File: config.mk
export PLATFORM = sky130hd
export DESIGN_NAME = ras_stack
export DESIGN_NICKNAME = d
export VERILOG_FILES = /design/src/rtl/ras_pkg.sv /design/src/rtl/ras_ptr.sv /design/src/rtl/ras_bank.sv /design/src/rtl/ras_stack.sv
export SDC_FILE = /design/constraint.sdc
export NUM_CORES = 1
export LEC_CHECK = 0
export ABC_CLOCK_PERIOD_IN_PS = 6600
export BUFFER_PORTS_ARGS = -buffer_cell sky130_fd_sc_hd__buf_2
export CAP_MARGIN = 20
export CORE_MARGIN = 2
export CORE_UTILIZATION = 30
export DETAILED_ROUTE_END_ITERATION = 7
export GPL_TIMING_DRIVEN = 0
export SLEW_MARGIN = 0
export SYNTH_ARGS = -nofsm -noshare
export SYNTH_HDL_FRONTEND = slang
export SYNTH_SLANG_ARGS = --single-unit
File: constraint.sdc
create_clock -name clk -period 6.6 [get_ports clk]
set_input_delay 1.32 -clock clk [delete_from_list [all_inputs] [get_ports clk]]
set_output_delay 1.32 -clock clk [all_outputs]
set_load 0.02 [all_outputs]
File: src/rtl/ras_pkg.sv
package ras_pkg;

   localparam int RAS_MAX_DEPTH = 16;

   typedef enum logic [1:0] {
      RAS_IDLE = 2'd0,
      RAS_PUSH = 2'd1,
      RAS_POP  = 2'd2,
      RAS_FIX  = 2'd3
   } ras_op_e;

   // Fixed priority: repair, then pop, then push.
   function automatic ras_op_e pick_op(input logic push, input logic pop,
                                       input logic fix);
      if (fix)
         return RAS_FIX;
      else if (pop)
         return RAS_POP;
      else if (push)
         return RAS_PUSH;
      else
         return RAS_IDLE;
   endfunction

endpackage

File: src/rtl/ras_ptr.sv
module ras_ptr #(
   parameter int DEPTH = 8,
   parameter int IW    = 3,
   parameter int CW    = 4
) (
   input  logic          clk,
   input  logic          rst_n,
   input  logic          sel,
   input  logic          push_en,
   input  logic          pop_en,
   input  logic          fix_en,
   input  logic [IW-1:0] fix_idx,
   output logic [IW-1:0] tos,
   output logic [CW-1:0] cnt,
   output logic          wr_en,
   output logic          wr_fix,
   output logic [IW-1:0] wr_idx
);
   import ras_pkg::*;

   localparam logic [IW-1:0] LAST = IW'(DEPTH - 1);
   localparam logic [CW-1:0] FULL = CW'(DEPTH);

   ras_op_e       op;
   logic [IW-1:0] tos_inc, tos_dec, tos_nx;
   logic [CW-1:0] cnt_sat, cnt_nx;

   assign op      = sel ? pick_op(push_en, pop_en, fix_en) : RAS_IDLE;
   assign tos_inc = (tos == LAST) ? '0 : tos + 1'b1;
   assign tos_dec = (tos == '0) ? LAST : tos - 1'b1;
   assign cnt_sat = (cnt == FULL) ? cnt : cnt + 1'b1;

   always_comb begin
      tos_nx = tos;
      cnt_nx = cnt;
      wr_en  = 1'b0;
      wr_fix = 1'b0;
      wr_idx = tos_inc;
      unique case (op)
         RAS_FIX: begin
            tos_nx = fix_idx;
            cnt_nx = cnt_sat;
            wr_en  = 1'b1;
            wr_fix = 1'b1;
            wr_idx = fix_idx;
         end
         RAS_POP: begin
            if (cnt != '0) begin
               tos_nx = tos_dec;
               cnt_nx = cnt - 1'b1;
            end
         end
         RAS_PUSH: begin
            tos_nx = tos_inc;
            cnt_nx = cnt_sat;
            wr_en  = 1'b1;
         end
         default: ;
      endcase
   end

   always_ff @(posedge clk or negedge rst_n) begin
      if (!rst_n) begin
         tos <= '0;
         cnt <= '0;
      end else begin
         tos <= tos_nx;
         cnt <= cnt_nx;
      end
   end

endmodule

File: src/rtl/ras_bank.sv
module ras_bank #(
   parameter int DEPTH = 8,
   parameter int IW    = 3,
   parameter int AW    = 32
) (
   input  logic          clk,
   input  logic          rst_n,
   input  logic          wr_en,
   input  logic [IW-1:0] wr_idx,
   input  logic [AW-1:0] wr_data,
   input  logic [IW-1:0] rd_idx,
   output logic [AW-1:0] rd_data
);
   logic [AW-1:0] slot [DEPTH];

   for (genvar s = 0; s < DEPTH; s++) begin : g_slot
      always_ff @(posedge clk or negedge rst_n) begin
         if (!rst_n)
            slot[s] <= '0;
         else if (wr_en && (wr_idx == IW'(s)))
            slot[s] <= wr_data;
      end
   end

   assign rd_data = slot[rd_idx];

endmodule

File: src/rtl/ras_stack.sv
module ras_stack #(
   parameter int THREADS = 2,
   parameter int DEPTH   = 8,
   parameter int AW      = 32,
   localparam int IW     = (DEPTH > 1) ? $clog2(DEPTH) : 1,
   localparam int CW     = $clog2(DEPTH + 1),
   localparam int TW     = (THREADS > 1) ? $clog2(THREADS) : 1
) (
   input  logic          clk,
   input  logic          rst_n,
   input  logic [TW-1:0] tid,
   input  logic          push_en,
   input  logic [AW-1:0] push_addr,
   input  logic          pop_en,
   input  logic          fix_en,
   input  logic [IW-1:0] fix_idx,
   input  logic [AW-1:0] fix_val,
   output logic [AW-1:0] top_val,
   output logic [IW-1:0] top_idx,
   output logic          empty
);
   if (DEPTH < 2 || DEPTH > ras_pkg::RAS_MAX_DEPTH) begin : g_bad_depth
      $error("ras_stack: DEPTH must lie in 2..16 so a saved index fits 4 bits");
   end
   if (THREADS < 1) begin : g_bad_threads
      $error("ras_stack: THREADS must be at least 1");
   end
   if (AW < 1) begin : g_bad_aw
      $error("ras_stack: AW must be at least 1");
   end

   logic [IW-1:0] th_tos [THREADS];
   logic [CW-1:0] th_cnt [THREADS];
   logic [AW-1:0] th_top [THREADS];

   for (genvar t = 0; t < THREADS; t++) begin : g_thr
      logic          sel;
      logic          wr_en, wr_fix;
      logic [IW-1:0] wr_idx;
      logic [AW-1:0] wr_data;

      assign sel     = (tid == TW'(t));
      assign wr_data = wr_fix ? fix_val : push_addr;

      ras_ptr #(.DEPTH(DEPTH), .IW(IW), .CW(CW)) u_ptr (
         .clk     (clk),
         .rst_n   (rst_n),
         .sel     (sel),
         .push_en (push_en),
         .pop_en  (pop_en),
         .fix_en  (fix_en),
         .fix_idx (fix_idx),
         .tos     (th_tos[t]),
         .cnt     (th_cnt[t]),
         .wr_en   (wr_en),
         .wr_fix  (wr_fix),
         .wr_idx  (wr_idx)
      );

      ras_bank #(.DEPTH(DEPTH), .IW(IW), .AW(AW)) u_bank (
         .clk     (clk),
         .rst_n   (rst_n),
         .wr_en   (wr_en),
         .wr_idx  (wr_idx),
         .wr_data (wr_data),
         .rd_idx  (th_tos[t]),
         .rd_data (th_top[t])
      );
   end

   if (THREADS == 1) begin : g_one
      assign top_val = th_top[0];
      assign top_idx = th_tos[0];
      assign empty   = (th_cnt[0] == '0);
   end else begin : g_many
      always_comb begin
         top_val = '0;
         top_idx = '0;
         empty   = 1'b1;
         for (int t = 0; t < THREADS; t++) begin
            if (tid == TW'(t)) begin
               top_val = th_top[t];
               top_idx = th_tos[t];
               empty   = (th_cnt[t] == '0);
            end
         end
      end
   end

endmodule

==> impl_metrics.json, run 1 <==
{
  "outcome": "completed",
  "die-area_um2": 82400,
  "coreArea_um2": 79100,
  "max_freq_ghz": 0.203,
  "ant_nets": 0,
  "cts_tree": "done",
  "ir_worst_vdd_mv": 0.248,
  "ff_latch_area_um2": 13200,
  "maxCapViolCount": 0,
  "multiInputGateArea_um2": 10100,
  "leakagePower_nw": 11.7,
  "port_buffers": 107,
  "worstPathArrival_ns": 3.61,
  "grt_pass1_wl_um": 112000,
  "final_hold_viol_count": 0,
  "yosysWarnings": 0,
  "worstSetupPathType": "flip-flop to output port",
  "area_growth_pct": 15.3,
  "cts_buffer_depth": 3,
  "layout_common_cells": "dfrtp_1, a21oi_1, nor2_1",
  "path_cells": "clkbuf_1 -> clkbuf_1 -> mux4_2 -> nor2b_1 -> a211oi_1 -> a21oi_1 -> buf_2",
  "ys_types": 43,
  "place.gp.congestion": 0.852,
  "grt_use_total_pct": 17.6,
  "tightest_slew_ns": 1.16,
  "rows": 103,
  "rsz0062_at_grt": "no",
  "io_pins": 109,
  "grt_pass1_vias": 18100,
  "drt-pass1-iter-count": 5,
  "syn_inst": 2174,
  "layout-drive-gt1-share_pct": 17.8,
  "worstSetupEndpointType": "output port",
  "antenna_found_initial": 2,
  "seq_area_frac_synth_pct": 54.8,
  "crit_required_ns": 5.28,
  "start_util_pct": 30.4,
  "post_cts_buffers": 0,
  "finalSetupViolCount": 0,
  "cts_made_buffers": 52,
  "n_antenna_cell": 0,
  "cts_hold_buf": 0,
  "synth_area_um2": 24000,
  "critPathSlowestCell": "clkbuf_1",
  "synth_fp_nets": 2267,
  "synth_seq_cells": 526,
  "wirelength_um": 72600,
  "period_share_pct": 74.7,
  "postCtsResizedCells": 0,
  "fin_cells": 3431,
  "fin_nets": 2434,
  "fillers": 7974,
  "vias_per_cell": 5.15,
  "grt_remaining_overflow": 0,
  "cts.clk_slew.worst_paths_ns": 0.06,
  "htree_num_levels": 2,
  "worst_clock_skew_ns": 0.0187,
  "slew_headroom_pct": 20.5,
  "dpl.hpwl_um": 52600,
  "slew_viol_final": 0,
  "die_h_um": 287,
  "die_x_um": 287,
  "stdcell_area_um2": 27700,
  "final_common_cell": "dfrtp_1",
  "placed_cells": 3335,
  "startpoint_type": "flip-flop",
  "grt_max_degree": 119,
  "critPathMostFrequentCell": "clkbuf_1",
  "crit_path_max_incr_delay_ns": 0.65,
  "drt-initial-drc-count": 1552,
  "clock-root-buffer": "clkbuf_16",
  "cts.sinks": 526,
  "dpl-instance-area_um2": 26000,
  "cp_max_fo": 10,
  "drc_errors": 0,
  "period_needed_ns": 4.93,
  "avgRoutedWirePerCell_um": 21.2,
  "hold_class": "flip-flop to flip-flop",
  "vias": 17700,
  "p_per_area_nw_per_um2": 493,
  "syn_area_per_cell_um2": 11.1,
  "clkLatencyLatePin_ns": 0.62
}
-- sequential cells by signal, summed over array words and instances, names as in the netlist --
signal / count
g_thr.u_ptr.tos: 6
g_thr.u_ptr.cnt: 8
g_thr.u_bank.slot: 512
-- cell usage after synthesis --
master	n	area [um^2]
or4b_1	2	20.0
o22ai_1	1	6.26
a21o_1	2	15.0
o21ai_0	78	390
a22oi_2	1	12.5
xnor2_1	6	52.6
nor3b_4	1	18.8
nor2b_2	1	8.76
nand3b_1	1	7.51
buf_6	2	22.5
a21oi_1	400	2000
nor4_1	2	12.5
o21a_1	1	7.51
a211oi_1	32	240
dfrtp_1	526	13200
buf_2	75	375
mux2i_1	106	1060
inv_1	17	63.8
nand2_4	1	11.3
nand2_1	170	638
nand2b_1	1	6.26
ha_1	18	225
clkbuf_1	73	274
nor4_4	9	191
buf_4	1	7.51
nand4_1	2	12.5
mux2_2	5	56.3
xor2_1	2	17.5
a221oi_1	2	17.5
o21ai_1	92	460
a22oi_1	2	15.0
mux2_4	2	30.0
o2bb2ai_1	1	8.76
mux2i_4	1	22.5
nor4b_1	2	17.5
fa_1	2	40.0
a22o_1	1	8.76
buf_1	9	33.8
nor2b_1	32	200
nor2_1	359	1350
nor3_1	4	20.0
or4_1	1	7.51
mux4_2	128	2880
-- worst max-delay path: cells and delay by family, from the launching register on --
kind | cells | cell delay, ns
buffers and inverters | 3 | 1.42
AO/OA/AOI/OAI | 2 | 0.55
flip-flops | 1 | 0.44
multiplexers | 1 | 0.35
AND/OR/NAND/NOR | 1 | 0.23
-- final cells by class --
cell class / count / share of cell area (%)
Inverter: 17 / 0.230
Sequential cell: 526 / 47.5
Clock inverter: 17 / 0.533
Buffer: 160 / 2.57
Multi-Input combinational cell: 1471 / 36.4
Tap cell: 1050 / 4.74
Timing Repair Buffer: 113 / 2.42
Clock buffer: 77 / 5.54
-- routing by layer --
metal	track usage (%)	share of wire [%]	vias to the layer above
met1	23.6	43	9090
met2	29.2	49	475
met3	2.58	5.2	115
met4	5.60	3.0	4
li1	-	-	7984
met5	0	0.032	-
-- cells by family after synthesis --
logic type	count (synthesis)	share of synthesized area, %
flip-flops	526	54.8
AO/OA/AOI/OAI	613	13.3
adder cells (fa/ha/maj)	20	1.10
XOR/XNOR	8	0.292
buffers and inverters	177	3.23
AND/OR/NAND/NOR	588	10.5
multiplexers	242	16.9
-- path summary, 6_finish.rpt --
kind / startpoint / endpoint / slack, ns / cells after the start
max: g_thr[0].u_ptr.tos[1] / top_val[22] / 1.67 / 7
min: g_thr[0].u_bank.slot[222] / g_thr[0].u_bank.slot[222] / 0.48 / 2
max reg2reg: g_thr[1].u_ptr.tos[1] / g_thr[1].u_bank.slot[207] / 2.35 / 8
min reg2reg: g_thr[0].u_bank.slot[222] / g_thr[0].u_bank.slot[222] / 0.48 / 2
max in group asynchronous: rst_n / g_thr[0].u_bank.slot[15] / 4.32 / 3
min in group asynchronous: rst_n / g_thr[1].u_bank.slot[254] / 0.70 / 1
-- power breakdown --
part / leakage, nW / internal (W) / total, W / switching [W]
Clock: 0.829 / 0.00165 / 0.00298 / 0.00132
Sequential: 6.16 / 0.00483 / 0.00570 / 0.000867
Combinational: 4.74 / 0.00230 / 0.00499 / 0.00270
Total: 11.7 / 0.00878 / 0.0137 / 0.00489
-- through the flow --
step / setup WS (ns) / power [W] / util, % / hold slack (ns) / TNS (ns)
detailed placement: 1.92 / 0.0107 / 32.9 / 0.467 / 0
global placement: -7.02 / 0.0105 / 32.7 / 0.457 / -3646.54
floorplan: 2.84 / 0.00912 / - / 0.445 / 0
global route: 1.45 / 0.0145 / 35.0 / 0.501 / 0
finish: 1.67 / 0.0137 / 35.0 / 0.475 / 0
CTS: 1.64 / 0.0137 / 35.0 / 0.481 / 0
(Power assumes the default switching activity.)
==> run 2, diff against run 1 <==
--- a/config.mk
+++ b/config.mk
@@ -5,7 +5,8 @@
 export SDC_FILE = /design/constraint.sdc
 export NUM_CORES = 1
 export LEC_CHECK = 0
-export ABC_CLOCK_PERIOD_IN_PS = 6600
+export ABC_AREA = 1
+export ABC_CLOCK_PERIOD_IN_PS = 4800
 export BUFFER_PORTS_ARGS = -buffer_cell sky130_fd_sc_hd__buf_2
 export CAP_MARGIN = 20
 export CORE_MARGIN = 2
==> constraint.sdc (replaced) <==
create_clock -name clk -period 4.8 [get_ports clk]
set_input_delay 0.96 -clock clk [delete_from_list [all_inputs] [get_ports clk]]
set_output_delay 0.96 -clock clk [all_outputs]
set_load 0.02 [all_outputs]
==> impl_metrics.json, run 2 <==
{
  "startpoint_type": "flip-flop",
  "cts.sinks": 526,
  "hold_class": "input pin to asynchronous set/reset pin",
  "synth.top_cell.area_share_pct": 52.0,
  "cts.clk_slew.worst_paths_ns": 0.06,
  "clock_power_share_pct": 24.6,
  "ir_worst_vdd_mv": 0.317,
  "drc_errors": 0,
  "critical_path.top_delay_family": "buffers and inverters",
  "drt-initial-drc-count": 2217,
  "leakagePower_nw": 13.8,
  "ant_nets": 0,
  "p_sw_w": 0.00779,
  "final_hold_viol_count": 0,
  "yosysMostFrequentCell": "nand2_1",
  "port_buffers": 107,
  "fin_nets": 3463,
  "dpl.hpwl_um": 65600,
  "cp_max_fo": 10,
  "largestRegisters": "g_thr.u_bank.slot: 512 flops, g_thr.u_ptr.cnt: 8 flops, g_thr.u_ptr.tos: 6 flops",
  "cts_made_buffers": 56,
  "path_cells": "inv_1 -> clkbuf_1 -> clkbuf_1 -> nand2_1 -> nand3_1 -> nand3_1 -> nand4_1 -> buf_2",
  "wirelength_um": 87700,
  "area_growth_pct": 16.2,
  "reg2reg_slack_ns": 0.91,
  "postCtsResizedCells": 0,
  "clkLatencyLatePin_ns": 0.64,
  "antenna_found_initial": 1,
  "netlist_top_cells_area": "dfrtp_1, nand2_1, o21ai_0",
  "syn_inst": 3196,
  "layout_common_cells": "nand2_1, o21ai_0, dfrtp_1",
  "combPwrFrac_pct": 36.8,
  "worst_clock_skew_ns": 0.0219,
  "grt_remaining_overflow": 0,
  "grt_max_degree": 119,
  "die_h_um": 294,
  "power_w": 0.0194,
  "rr_endpoint": "g_thr[0].u_bank.slot[70]",
  "cts_buffer_depth": 3,
  "largest_register_ffs": 512,
  "slew_headroom_pct": 20.0,
  "ys_top_cells_by_count": "nand2_1, o21ai_0, dfrtp_1",
  "clock-root-buffer": "clkbuf_16",
  "r2r_start": "g_thr[0].u_ptr.tos[0]",
  "period_needed_ns": 4.57,
  "synth_seq_cells": 526,
  "grt_pass1_vias": 22000,
  "netSwitchingFraction_pct": 40.2,
  "drt-pass1-iter-count": 6,
  "worstSetupEndpointType": "output port",
  "synth_area_um2": 25300,
  "finalSetupViolCount": 0,
  "grt_use_total_pct": 20.0,
  "io_pins": 109,
  "hold-worst-slack_ns": 0.214,
  "vias": 22900,
  "critPathSlowestCell": "clkbuf_1",
  "worstPathArrival_ns": 3.61,
  "p_per_area_nw_per_um2": 659,
  "avgRoutedWirePerCell_um": 19.5,
  "worstSetupPathType": "flip-flop to output port",
  "fin_util_pct": 35.2,
  "tightest_slew_ns": 1.17,
  "rows": 106,
  "yosysWarnings": 0,
  "place.gp.congestion": 0.909,
  "start_util_pct": 30.3,
  "layout-drive-gt1-share_pct": 9.13,
  "period_share_pct": 95.2,
  "synth_edf_count": 0,
  "crit_path_max_incr_delay_ns": 0.71,
  "crit_required_ns": 3.84,
  "vias_per_cell": 5.09,
  "htree_num_levels": 2,
  "outcome": "completed",
  "post_cts_buffers": 0,
  "final_common_cell": "nand2_1",
  "postLayoutSetupSlackWorst_ns": 0.230,
  "slew_viol_final": 0,
  "cts_tree": "done",
  "synth_fp_nets": 3289,
  "rsz0062_at_grt": "no",
  "die_x_um": 294,
  "cts_hold_buf": 0,
  "place_ws_ns": 0.598,
  "maxCapViolCount": 0,
  "seq_area_frac_synth_pct": 52.0,
  "syn_area_per_cell_um2": 7.92,
  "coreArea_um2": 83600,
  "synth_flop_cell": "dfrtp_1",
  "die-area_um2": 86700,
  "yosysTopAreaCell": "dfrtp_1",
  "r2r_cells": 11,
  "ys_async_sr_fraction_pct": 100,
  "internal-power_w": 0.0116,
  "ys_types": 28,
  "max_freq_ghz": 0.219,
  "regMostFlops": "g_thr.u_bank.slot",
  "power_frac_seq_pct": 38.6,
  "cp_num_buf_inv": 4,
  "grt_pass1_wl_um": 134000
}
-- run 2: how the worst max path moves through the flow --
stage | start | depth (start not counted) | end | slack [ns]
floorplan | tid | 6 | top_val[10] | 1.83
finish | g_thr[1].u_ptr.tos[0] | 8 | top_val[1] | 0.23
detailed placement | tid | 8 | top_val[19] | 0.60
global placement | rst_n | 1 | g_thr[0].u_bank.slot[11] | -8.56
CTS | g_thr[1].u_ptr.tos[0] | 8 | top_val[1] | 0.21
global route | g_thr[0].u_ptr.tos[0] | 8 | top_val[17] | 0.15
-- run 2: cells by family after synthesis --
group                    synth area share (%)
buffers and inverters                    6.31
flip-flops                               52.0
AO/OA/AOI/OAI                            16.1
XOR/XNOR                                0.138
AND/OR/NAND/NOR                          23.1
multiplexers                             1.27
adder cells (fa/ha/maj)                  1.05
-- run 2: layer usage --
metal  up-vias  share of wire (%)  track usage [%]  wire length, um
met3       177                6.1             2.59             5350
met4         0                4.2             8.10             3700
li1      10900                  -                -                -
met1     11000                 43             27.1            38100
met2       796                 46             32.4            40500
met5         -                  0                0                0
-- run 2: cell type report --
cell class              count  area (um^2)
diodes                      1         2.50
well taps                1080         1350
repair buffers            116          713
flip-flops and latches    526        13200
multi-input cells        2275        10500
plain buffers             225          960
clock buffers              82         1680
inverters                 170          638
fillers                  8791        54200
clock inverters            23          344
-- run 2: power by group through the flow --
stage               sequential (W)  clock (W)  combinational, W
finish                     0.00749    0.00476           0.00713
global placement           0.00750          0           0.00693
detailed placement         0.00751          0           0.00708
CTS                        0.00747    0.00482           0.00710
floorplan                  0.00727          0           0.00472
global route               0.00772    0.00501           0.00798
-- run 2: stage by stage --
stage / instances / area, um^2 / TNS, ns
final: 4498 / 29400 / 0
after global placement: 4383 / 27200 / -4470.05
after floorplan: 3196 / 25300 / 0
after global routing: 4497 / 29400 / 0
after CTS: 4494 / 29400 / 0
after detailed placement: 4389 / 27300 / 0
